<file path="src/rtl/pwm_set_pkg.sv">
package pwm_set_pkg;

   typedef enum logic [1:0] {
      ST_INIT = 2'd0,
      ST_ACT  = 2'd1,
      ST_TRIP = 2'd2
   } pwm_state_e;

endpackage

</file>
<file path="src/rtl/pwm_set_fsm.sv">
module pwm_set_fsm
   import pwm_set_pkg::*;
(
   input  logic       clk,
   input  logic       rst_n,
   input  logic       trip_act,
   input  logic       clr_hit,
   input  logic       per_hit,
   input  logic       any_cmp,
   output pwm_state_e state_q,
   output pwm_state_e state_d
);

   // trip outranks all; leaving Active/Trip outranks compare
   always_comb begin
      state_d = state_q;
      if (trip_act) begin
         state_d = ST_TRIP;
      end else begin
         unique case (state_q)
            ST_INIT: if (any_cmp) state_d = ST_ACT;
            ST_ACT,
            ST_TRIP: if (clr_hit || per_hit) state_d = ST_INIT;
            default: state_d = ST_INIT;
         endcase
      end
   end

   always_ff @(posedge clk or negedge rst_n) begin
      if (!rst_n) state_q <= ST_INIT;
      else        state_q <= state_d;
   end

endmodule

</file>
<file path="src/rtl/pwm_hit_track.sv">
module pwm_hit_track
   import pwm_set_pkg::*;
#(
   parameter int NUM_PINS = 6
)(
   input  logic                clk,
   input  logic                rst_n,
   input  pwm_state_e          state_d,
   input  logic [NUM_PINS-1:0] cmp_evt,
   output logic [NUM_PINS-1:0] seen_q
);

   // a flag survives only while the next state is Active
   for (genvar i = 0; i < NUM_PINS; i++) begin : g_pin
      logic seen_d;
      always_comb seen_d = (state_d == ST_ACT) && (seen_q[i] || cmp_evt[i]);
      always_ff @(posedge clk or negedge rst_n) begin
         if (!rst_n) seen_q[i] <= 1'b0;
         else        seen_q[i] <= seen_d;
      end
   end

endmodule

</file>
<file path="src/rtl/pwm_level_sel.sv">
module pwm_level_sel
   import pwm_set_pkg::*;
#(
   parameter int NUM_PINS = 6
)(
   input  pwm_state_e          state_q,
   input  logic [NUM_PINS-1:0] seen_q,
   input  logic [NUM_PINS-1:0] lvl_init,
   input  logic [NUM_PINS-1:0] lvl_act,
   input  logic [NUM_PINS-1:0] lvl_trip,
   output logic [NUM_PINS-1:0] pin_lvl
);

   for (genvar i = 0; i < NUM_PINS; i++) begin : g_pin
      always_comb begin
         unique case (state_q)
            ST_TRIP: pin_lvl[i] = lvl_trip[i];
            ST_ACT:  pin_lvl[i] = seen_q[i] ? lvl_act[i] : lvl_init[i];
            default: pin_lvl[i] = lvl_init[i];
         endcase
      end
   end

endmodule

</file>
<file path="src/rtl/pwm_trip_set.sv">
module pwm_trip_set
   import pwm_set_pkg::*;
#(
   parameter int NUM_PAIRS       = 3,
   parameter bit TRIP_ACTIVE_LOW = 1'b0,
   localparam int NUM_PINS       = 2 * NUM_PAIRS
)(
   input  logic                clk,
   input  logic                rst_n,
   input  logic                trip_in,
   input  logic                trip_clr,
   input  logic                period_evt,
   input  logic                period_rst_en,
   input  logic [NUM_PINS-1:0] cmp_evt,
   input  logic [NUM_PINS-1:0] cfg_init_lvl,
   input  logic [NUM_PINS-1:0] cfg_act_lvl,
   input  logic [NUM_PINS-1:0] cfg_trip_lvl,
   output logic [NUM_PINS-1:0] pwm_out,
   output logic [1:0]          state_o
);

   if (NUM_PAIRS < 1 || NUM_PAIRS > 16) begin : g_bad_pairs
      $error("pwm_trip_set: NUM_PAIRS must lie in 1..16");
   end

   logic                trip_act;
   logic                per_hit;
   pwm_state_e          st_q;
   pwm_state_e          st_d;
   logic [NUM_PINS-1:0] seen_q;

   if (TRIP_ACTIVE_LOW) begin : g_trip_low
      assign trip_act = ~trip_in;
   end else begin : g_trip_high
      assign trip_act = trip_in;
   end

   assign per_hit = period_evt & period_rst_en;

   pwm_set_fsm u_fsm (
      .clk      (clk),
      .rst_n    (rst_n),
      .trip_act (trip_act),
      .clr_hit  (trip_clr),
      .per_hit  (per_hit),
      .any_cmp  (|cmp_evt),
      .state_q  (st_q),
      .state_d  (st_d)
   );

   pwm_hit_track #(.NUM_PINS(NUM_PINS)) u_hits (
      .clk     (clk),
      .rst_n   (rst_n),
      .state_d (st_d),
      .cmp_evt (cmp_evt),
      .seen_q  (seen_q)
   );

   pwm_level_sel #(.NUM_PINS(NUM_PINS)) u_sel (
      .state_q  (st_q),
      .seen_q   (seen_q),
      .lvl_init (cfg_init_lvl),
      .lvl_act  (cfg_act_lvl),
      .lvl_trip (cfg_trip_lvl),
      .pin_lvl  (pwm_out)
   );

   assign state_o = st_q;

endmodule

</file>
<file path="config.mk">
export PLATFORM = sky130hd
export DESIGN_NAME = pwm_trip_set
export DESIGN_NICKNAME = d
export VERILOG_FILES = /design/src/rtl/pwm_set_pkg.sv /design/src/rtl/pwm_set_fsm.sv /design/src/rtl/pwm_hit_track.sv /design/src/rtl/pwm_level_sel.sv /design/src/rtl/pwm_trip_set.sv
export SDC_FILE = /design/constraint.sdc
export NUM_CORES = 1
export LEC_CHECK = 0
export ABC_AREA = 1
export BUFFER_PORTS_ARGS = -buffer_cell sky130_fd_sc_hd__buf_4
export CORE_UTILIZATION = 40
export CTS_BUF_LIST = sky130_fd_sc_hd__clkbuf_4
export DETAILED_ROUTE_END_ITERATION = 10
export HOLD_SLACK_MARGIN = 0.05
export PLACE_DENSITY = 0.76
export SYNTH_ARGS = -nofsm -noshare
export SYNTH_HDL_FRONTEND = slang
export SYNTH_SLANG_ARGS = --single-unit
</file>
<file path="constraint.sdc">
create_clock -name clk -period 3.1 [get_ports clk]
set_clock_uncertainty 0.2 [all_clocks]
set_input_delay 0.155 -clock clk [delete_from_list [all_inputs] [get_ports clk]]
set_output_delay 0.155 -clock clk [all_outputs]
set_load 0.1 [all_outputs]
</file>
### Word-level counts from Yosys, hierarchy flattened

Index checks and enable logic that the tools add are counted.
Widths: inputs -> output; s select.

| cells by class | value |
|---|---|
| add/subtract/negate cells | 0 |
| $mul | 0 |
| div/mod/pow operators | 0 |
| magnitude comparators | 0 |
| equal/unequal tests | 3 |
| shift-type cells | 0 |
| muxes and demuxes | 16 |
| bitwise gates (word level) | 1 |
| reductions and logical operators | 16 |

Operators by type and width:

| kind | count |
|---|---|
| $pmux 1 s2 | 6 |
| $logic_or 1x1->1 | 7 |
| $logic_and 1x1->1 | 6 |
| $mux 1 | 6 |
| $mux 2 | 3 |
| $reduce_or 6->1 | 1 |
| $eq 2x1->1 const B | 2 |
| $pmux 2 s2 | 1 |
| $eq 2x2->1 const B | 1 |
| $logic_not 2->1 | 1 |
| $reduce_or 2->1 | 1 |
| $and 1x1->1 | 1 |

| storage, ports and cells | value |
|---|---|
| bits in registers | 8 |
| bits in latches | 0 |
| RAM bits | 0 |
| ROM bits | 0 |
| bits of input ports | 30 |
| logic and storage cells | 43 |
| memories kept | 0 |

### Longest topological paths before layout

Gate-level depths: netlist of the first run.

| depth | value |
|---|---|
| depth after elaboration | 7 |
| mapped depth | 7 |
| depth with buffers taken out | 7 |

### Modules after synthesis

From an unflattened synthesis of the first run, not the netlist that was laid out.

| second synthesis, totals | value |
|---|---|
| cells, all modules | 106 |
| area, all modules | 634.4 um2 |

Modules (own cells, without submodules):

| module | times used | cells an instance | area each (um2) | sequential area each (um2) |
|---|---|---|---|---|
| pwm_level_sel | 1 | 59 | 261.5 | 0.0 |
| pwm_hit_track | 1 | 20 | 205.2 | 150.1 |
| pwm_set_fsm | 1 | 21 | 143.9 | 50.0 |
| pwm_trip_set | 1 | 6 | 23.8 | 0.0 |

### Least setup slack after synthesis of the first run

Ideal clock, no wire load.

| path | value |
|---|---|
| kind | reg2out |
| from | register u_fsm.state_q[0] |
| to | output port pwm_out[1] |
| arrival | 2,423 ps |
| required time | 2,745 ps |
| path slack | 322 ps |
| stages on the path, launching flop included | 7 |
| path buffers | 1 |
| path through | dfrtp_1 > inv_1 > ha_1 > buf_2 > o21ai_0 > nand2_1 > nand2_1 |

| between the ends | value |
|---|---|
| cells in the longest elaborated chain, start to end | 2 |
| elaborated cells on any way between the ends | 3 |

RTL lines:

| what | line | text |
|---|---|---|
| start, declared | pwm_set_fsm.sv:10 | `output pwm_state_e state_q,` |
| start signal, assigned | pwm_set_fsm.sv:31 | `else state_q <= state_d;` |
| $eq 2x1->1 / $eq 2x2->1 (equally long branches) | pwm_level_sel.sv:16 | `unique case (state_q)` |
| $pmux 1 s2 * | pwm_level_sel.sv:16 |  |
| end, declared | pwm_trip_set.sv:18 | `output logic [NUM_PINS-1:0] pwm_out,` |

Mark *: on every way between the ends. The rest lies on a longest branch, timed or not.

### Worst setup path after layout of the first run

| path | value |
|---|---|
| from | register u_fsm.state_q[1] |
| to | output port pwm_out[4] |

Same word-level chain as after synthesis.

==> impl_metrics.tcl, run 1 <==
set metrics [dict create \
    status "completed" \
    path_class "reg -> out" \
    yosys-top-cells-count "23 x nand2_1, 10 x nor2_1, 8 x dfrtp_1" \
    async_flop_share 1.00 \
    antenna_found_initial 0 \
    post-synth-top-area-fraction 0.332 \
    end_kind "output pin" \
    yosysWarnings 0 \
    ys_types 14 \
    finalSetupViolCount 0 \
    path_buf_inv 3 \
    ys.flop_type "dfrtp_1" \
    r2r_start "u_fsm.state_q[0]" \
    hp-start "trip_in" \
    tightest_slew_ns 0.363 \
    die-area_um2 1670 \
    first_global_vias 620 \
    antenna_cells 0 \
    globalRouteMet1Util 0.283 \
    slowest_delay_ns 0.41 \
    cts_buffer_depth 2 \
    hold_class "in -> reg" \
    grt_max_degree 14 \
    cts.sink_count 8 \
    overflow 0 \
    numCtsBuffers 3 \
    port_buffers 37 \
    drv_cap 0 \
    reg2reg_depth 6 \
    rsz0062_at_grt "false" \
    area_delta_synth_final_pct 65.4 \
    avgRoutedWirePerCell_um 12.1 \
    first_pass_iters 4 \
    via_count 710 \
    start_util 0.447 \
    yosysMostFrequentCell "nand2_1" \
    reg2reg_to "u_hits.seen_q[5]" \
    yosys.area.top_type "dfrtp_1" \
    critPathTopFamily "buffers and inverters" \
    final_hold_viol_count 0 \
    ys_seq_area_frac 0.332 \
    die_w_um 40.8 \
    start_kind "flip-flop" \
    avgSynthCellArea_um2 7.73 \
    powerDensity_nw_per_um2 432 \
    fin_nets 161 \
    cts_tree "yes" \
    drc 0 \
    ant_nets 0 \
    die_h_um 40.8 \
    drtIter0Drc 16 \
    drive_above_1_share 0.392 \
    synth_edf_count 0 \
    synth_area_leaders "dfrtp_1 33%, nand2_1 14%, a32o_1 10%" \
    clkTransAtPathRegs_ns 0.05 \
    hold_end "u_fsm.state_q[1]" \
    cts-root-buf "clkbuf_4" \
    gr-usage-all-layers 0.238 \
    finalCriticalPeriod_ns 2.19 \
    arrival_ns 1.84 \
    grtUsageMet2 0.402 \
    syn-num-nets 112 \
    core_area_um2 1350 \
    num_rows 13 \
    synth_area_um2 603 \
    grt.busiest_layer "met2" \
    num-fill-cells 119 \
    gp_congestion 0.702 \
    hold_path_depth 3 \
    grt_pass1_wl_um 2580 \
    regToRegSetupSlack_ns 1.07 \
    critPathRequiredTime_ns 2.74 \
    utilization 0.739 \
    vias_per_cell 5.07 \
    cp.depth 7 \
    clk_latency_ns 0.25 \
    synth_seq_cells 8 \
    routed_wl_um 1700 \
    setup_tns_ns 0 \
    fmax_mhz 456 \
    power.leakage_nw 0.537 \
    crit_chain "inv_1 -> ha_1 -> inv_1 -> o21ai_0 -> nand2_1 -> nand2_1 -> buf_4" \
    path_max_fanout 7 \
    relSlewSlack 0.757 \
    io_pins 38 \
    slowest_stage "dfrtp_1" \
    period_share 0.708 \
    met3_usage 0.0435 \
    syn-instance-count 78 \
    drv_slew 0 \
    peakVddDrop_mv 0.287 \
    dp_hpwl_um 1270 \
    h-tree-depth 1 \
]
==> metrics by stage <==
stage                     instances  setup WS [ns]  area [µm²]  hold slack, ns  power [mW]
final                           140          0.906         997          0.0516       0.431
after floorplan                  78          0.322         603          -0.341       0.280
after CTS                       140          0.936         997          0.0510       0.434
after detailed placement        129           1.12         895          -0.225       0.345
after global routing            140          0.780         997          0.0874       0.453
after global placement          129           1.17         895          -0.222       0.343
==> worst max-delay path by stage <==
stage	end	slack, ns	from
final	pwm_out[4]	0.91	u_fsm.state_q[1]
after detailed placement	u_hits.seen_q[5]	1.12	u_fsm.state_q[0]
after CTS	pwm_out[4]	0.94	u_fsm.state_q[1]
after global placement	u_hits.seen_q[0]	1.17	u_fsm.state_q[0]
after global routing	pwm_out[4]	0.78	u_fsm.state_q[1]
after floorplan	pwm_out[1]	0.32	u_fsm.state_q[0]
==> sequential cells by signal, summed over array words and instances (netlist names) <==
signal and flops:
u_hits.seen_q 6, u_fsm.state_q 2
==> placed cells by master (no fill, tap or decap) <==
| master | n |
|---|---|
| a21oi_2 | 1 |
| ha_1 | 4 |
| nand2_2 | 1 |
| a32o_1 | 6 |
| nor3_2 | 6 |
| or2_1 | 1 |
| buf_4 | 37 |
| nor2_1 | 10 |
| nand3_1 | 3 |
| o21ai_0 | 6 |
| clkbuf_4 | 3 |
| inv_1 | 7 |
| nand2_4 | 1 |
| dfrtp_1 | 8 |
| nand2_1 | 23 |
| dlygate4sd3_1 | 8 |
==> timing repair <==
action                                 CTS  global route
endpoints found under the hold margin   14             0
hold buffers                             8             0
gates resized for setup                  0             0
buffers inserted                         0             0
==> power by group <==
| part | switching (mW) | internal (mW) |
|---|---|---|
| clock network | 0.0346 | 0.0443 |
| registers | 0.00443 | 0.109 |
| logic | 0.166 | 0.0724 |
| total | 0.205 | 0.226 |
==> layout make-up <==
cell class,instances,area [µm²],area share
Inverter,7,26.3,0.0263
Clock buffer,3,22.5,0.0226
Multi-Input combinational cell,62,372,0.373
Tap cell,15,18.8,0.0188
Timing Repair Buffer,45,358,0.359
Sequential cell,8,200,0.201
==> per-layer routing <==
| layer | part of all wire | wire [µm] |
|---|---|---|
| met3 | 0.11 | 183 |
| met4 | 0.0035 | 6 |
| met2 | 0.47 | 798 |
| met1 | 0.42 | 708 |
| met5 | 0 | 0 |
==> cells by family after synthesis <==
logic type	synth area share
flip-flops	0.332
AO/OA/AOI/OAI	0.164
buffers and inverters	0.0519
AND/OR/NAND/NOR	0.369
adder cells (fa/ha/maj)	0.0830
==> tightest hold or removal path, cell delays in order <==
cell,delay (ns)
buf_4,0.08
inv_1,0.04
nand2_2,0.17
Note: power is estimated with default switching activity, not from simulation.
==> run 2: changes to the inputs <==
--- a/config.mk
+++ b/config.mk
@@ -7,11 +7,11 @@
 export LEC_CHECK = 0
 export ABC_AREA = 1
 export BUFFER_PORTS_ARGS = -buffer_cell sky130_fd_sc_hd__buf_4
-export CORE_UTILIZATION = 40
+export CORE_UTILIZATION = 39
 export CTS_BUF_LIST = sky130_fd_sc_hd__clkbuf_4
 export DETAILED_ROUTE_END_ITERATION = 10
 export HOLD_SLACK_MARGIN = 0.05
-export PLACE_DENSITY = 0.76
+export PLACE_DENSITY = 0.77
 export SYNTH_ARGS = -nofsm -noshare
 export SYNTH_HDL_FRONTEND = slang
 export SYNTH_SLANG_ARGS = --single-unit
==> constraint.sdc (replaced) <==
create_clock -name clk -period 2 [get_ports clk]
set_clock_uncertainty 0.2 [all_clocks]
set_input_delay 0.1 -clock clk [delete_from_list [all_inputs] [get_ports clk]]
set_output_delay 0.1 -clock clk [all_outputs]
set_load 0.1 [all_outputs]
==> run 2 against run 1 <==
Compared with the run above: total power increased by 82%; die area rose by 2.4%; hold slack improved by 0.14 ns; worst setup slack lost 0.88 ns; combinational power increased by 95%; first-iteration DRC count is 44% lower; count of clock-buffer cells in the layout up 1; largest cell class is now buffers; largest power group unchanged.
==> impl_metrics.tcl, run 2 (same netlist as run 1, synthesis figures left out) <==
set metrics [dict create \
    tightest_slew_ns 0.364 \
    path_class "reg -> out" \
    fmax_mhz 507 \
    rsz0062_at_grt "true" \
    cts.sink_count 8 \
    die_w_um 41.3 \
    period_share 0.986 \
    dp_cells 130 \
    drc 0 \
    path_max_fanout 6 \
    finalSetupViolCount 0 \
    final_cells 143 \
    numCtsBuffers 3 \
    layout_common_cells "32 x buf_4, 16 x nand2_1, 10 x nor2_1" \
    start_kind "flip-flop" \
    clkTransAtPathRegs_ns 0.05 \
    critPathRequiredTime_ns 1.70 \
    fin_area_um2 1170 \
    first_global_vias 709 \
    slowest_stage "dfrtp_4" \
    first_pass_iters 4 \
    core_area_um2 1370 \
    top_register "u_hits.seen_q" \
    fin_nets 163 \
    relSlewSlack 0.757 \
    r2r_start "u_fsm.state_q[0]" \
    largest_register_ffs 6 \
    final_common_cell "buf_4" \
    arrival_ns 1.67 \
    end_kind "output pin" \
    finalCriticalPeriod_ns 1.97 \
    drv_slew 0 \
    avgRoutedWirePerCell_um 13.2 \
    drive_above_1_share 0.508 \
    io_pins 38 \
    hold_class "in -> reg" \
    area_delta_synth_final_pct 94.4 \
    drv_cap 0 \
    num_rows 13 \
    cts_buffer_depth 2 \
    num-fill-cells 83 \
    slowest_delay_ns 0.50 \
    port_buffers 37 \
    clk_latency_ns 0.25 \
    grt_max_degree 14 \
    grt_pass1_wl_um 2760 \
    drtIter0Drc 9 \
    cts_setup_buffers 0 \
    overflow 0 \
    h-tree-depth 1 \
    place_area_um2 945 \
    peakVddDrop_mv 0.526 \
    start_util 0.441 \
    setup_ws_ns 0.0284 \
    crit_start "u_fsm.state_q[0]" \
    place_ws_ns 0.0665 \
    die-area_um2 1710 \
    cts_tree "yes" \
    cts-root-buf "clkbuf_4" \
    antenna_cells 0 \
    ant_nets 0 \
    dp_hpwl_um 1310 \
    die_h_um 41.3 \
    gp_congestion 0.818 \
    power.leakage_nw 0.576 \
    final_hold_viol_count 0 \
    status "completed" \
    powerDensity_nw_per_um2 670 \
    top_regs "u_hits.seen_q (6), u_fsm.state_q (2)" \
    routed_wl_um 1890 \
    via_count 756 \
    crit_chain "inv_1 -> ha_2 -> a32o_1 -> nand2_1 -> nand2_2 -> buf_12" \
    hp-start "trip_clr" \
    p_total_uw 786 \
    gr-usage-all-layers 0.252 \
    antenna_found_initial 0 \
    vias_per_cell 5.29 \
]
## run 2: layer usage
metal  track usage  vias up  part of all wire
met5             0        -                 0
met4         0.113        0            0.0042
met3        0.0372        2             0.060
met2         0.477       26              0.58
met1         0.272      363              0.35
li1              -      365                 -
## run 2: area by class of cell
cell class	instances	area (µm²)	share of cell area
Clock buffer	4	30.0	0.0256
Inverter	7	28.8	0.0245
Multi-Input combinational cell	62	437	0.372
Sequential cell	8	208	0.177
Tap cell	15	18.8	0.0160
Timing Repair Buffer	47	450	0.384
## run 2: worst paths after layout
path	end	slack, ns	cells past startpoint
worst max-delay path	pwm_out[5]	0.03	6
worst min-delay path	u_fsm.state_q[0]	0.20	6
worst max register to register	u_hits.seen_q[0]	0.16	7
worst min register to register	u_hits.seen_q[4]	0.43	2
max in group asynchronous	u_fsm.state_q[0]	0.67	3
min in group asynchronous	u_hits.seen_q[5]	0.64	3
## run 2: through the flow
stage | util | TNS [ns] | hold slack, ns
6_report | 0.858 | 0 | 0.195
5_1_grt | 0.858 | -0.0227 | 0.219
4_1_cts | 0.818 | 0 | 0.182
3_5_place_dp | 0.691 | 0 | -0.278
3_3_place_gp | 0.691 | 0 | -0.280
2_1_floorplan | - | 0 | -0.396
## run 2: timing repair
item | 4_1_cts | 5_1_grt
endpoints found under the setup margin | 6 | 10
hold buffers | 9 | 0
hold endpoints to repair | 15 | 0
gates resized for setup | 14 | 18
cloned | 0 | 0
## run 2: where the power goes
group | internal (mW) | switching [mW]
registers | 0.171 | 0.00935
clock network | 0.0895 | 0.0502
logic | 0.182 | 0.284
total | 0.442 | 0.344
## run 2: critical path, delay by kind of cell, from the launching register on
family / cells / cell delay [ns]
buf+inv: 2 / 0.33
simple gates: 2 / 0.17
compound gates: 1 / 0.15
fa+ha+maj: 1 / 0.26
flops: 1 / 0.50
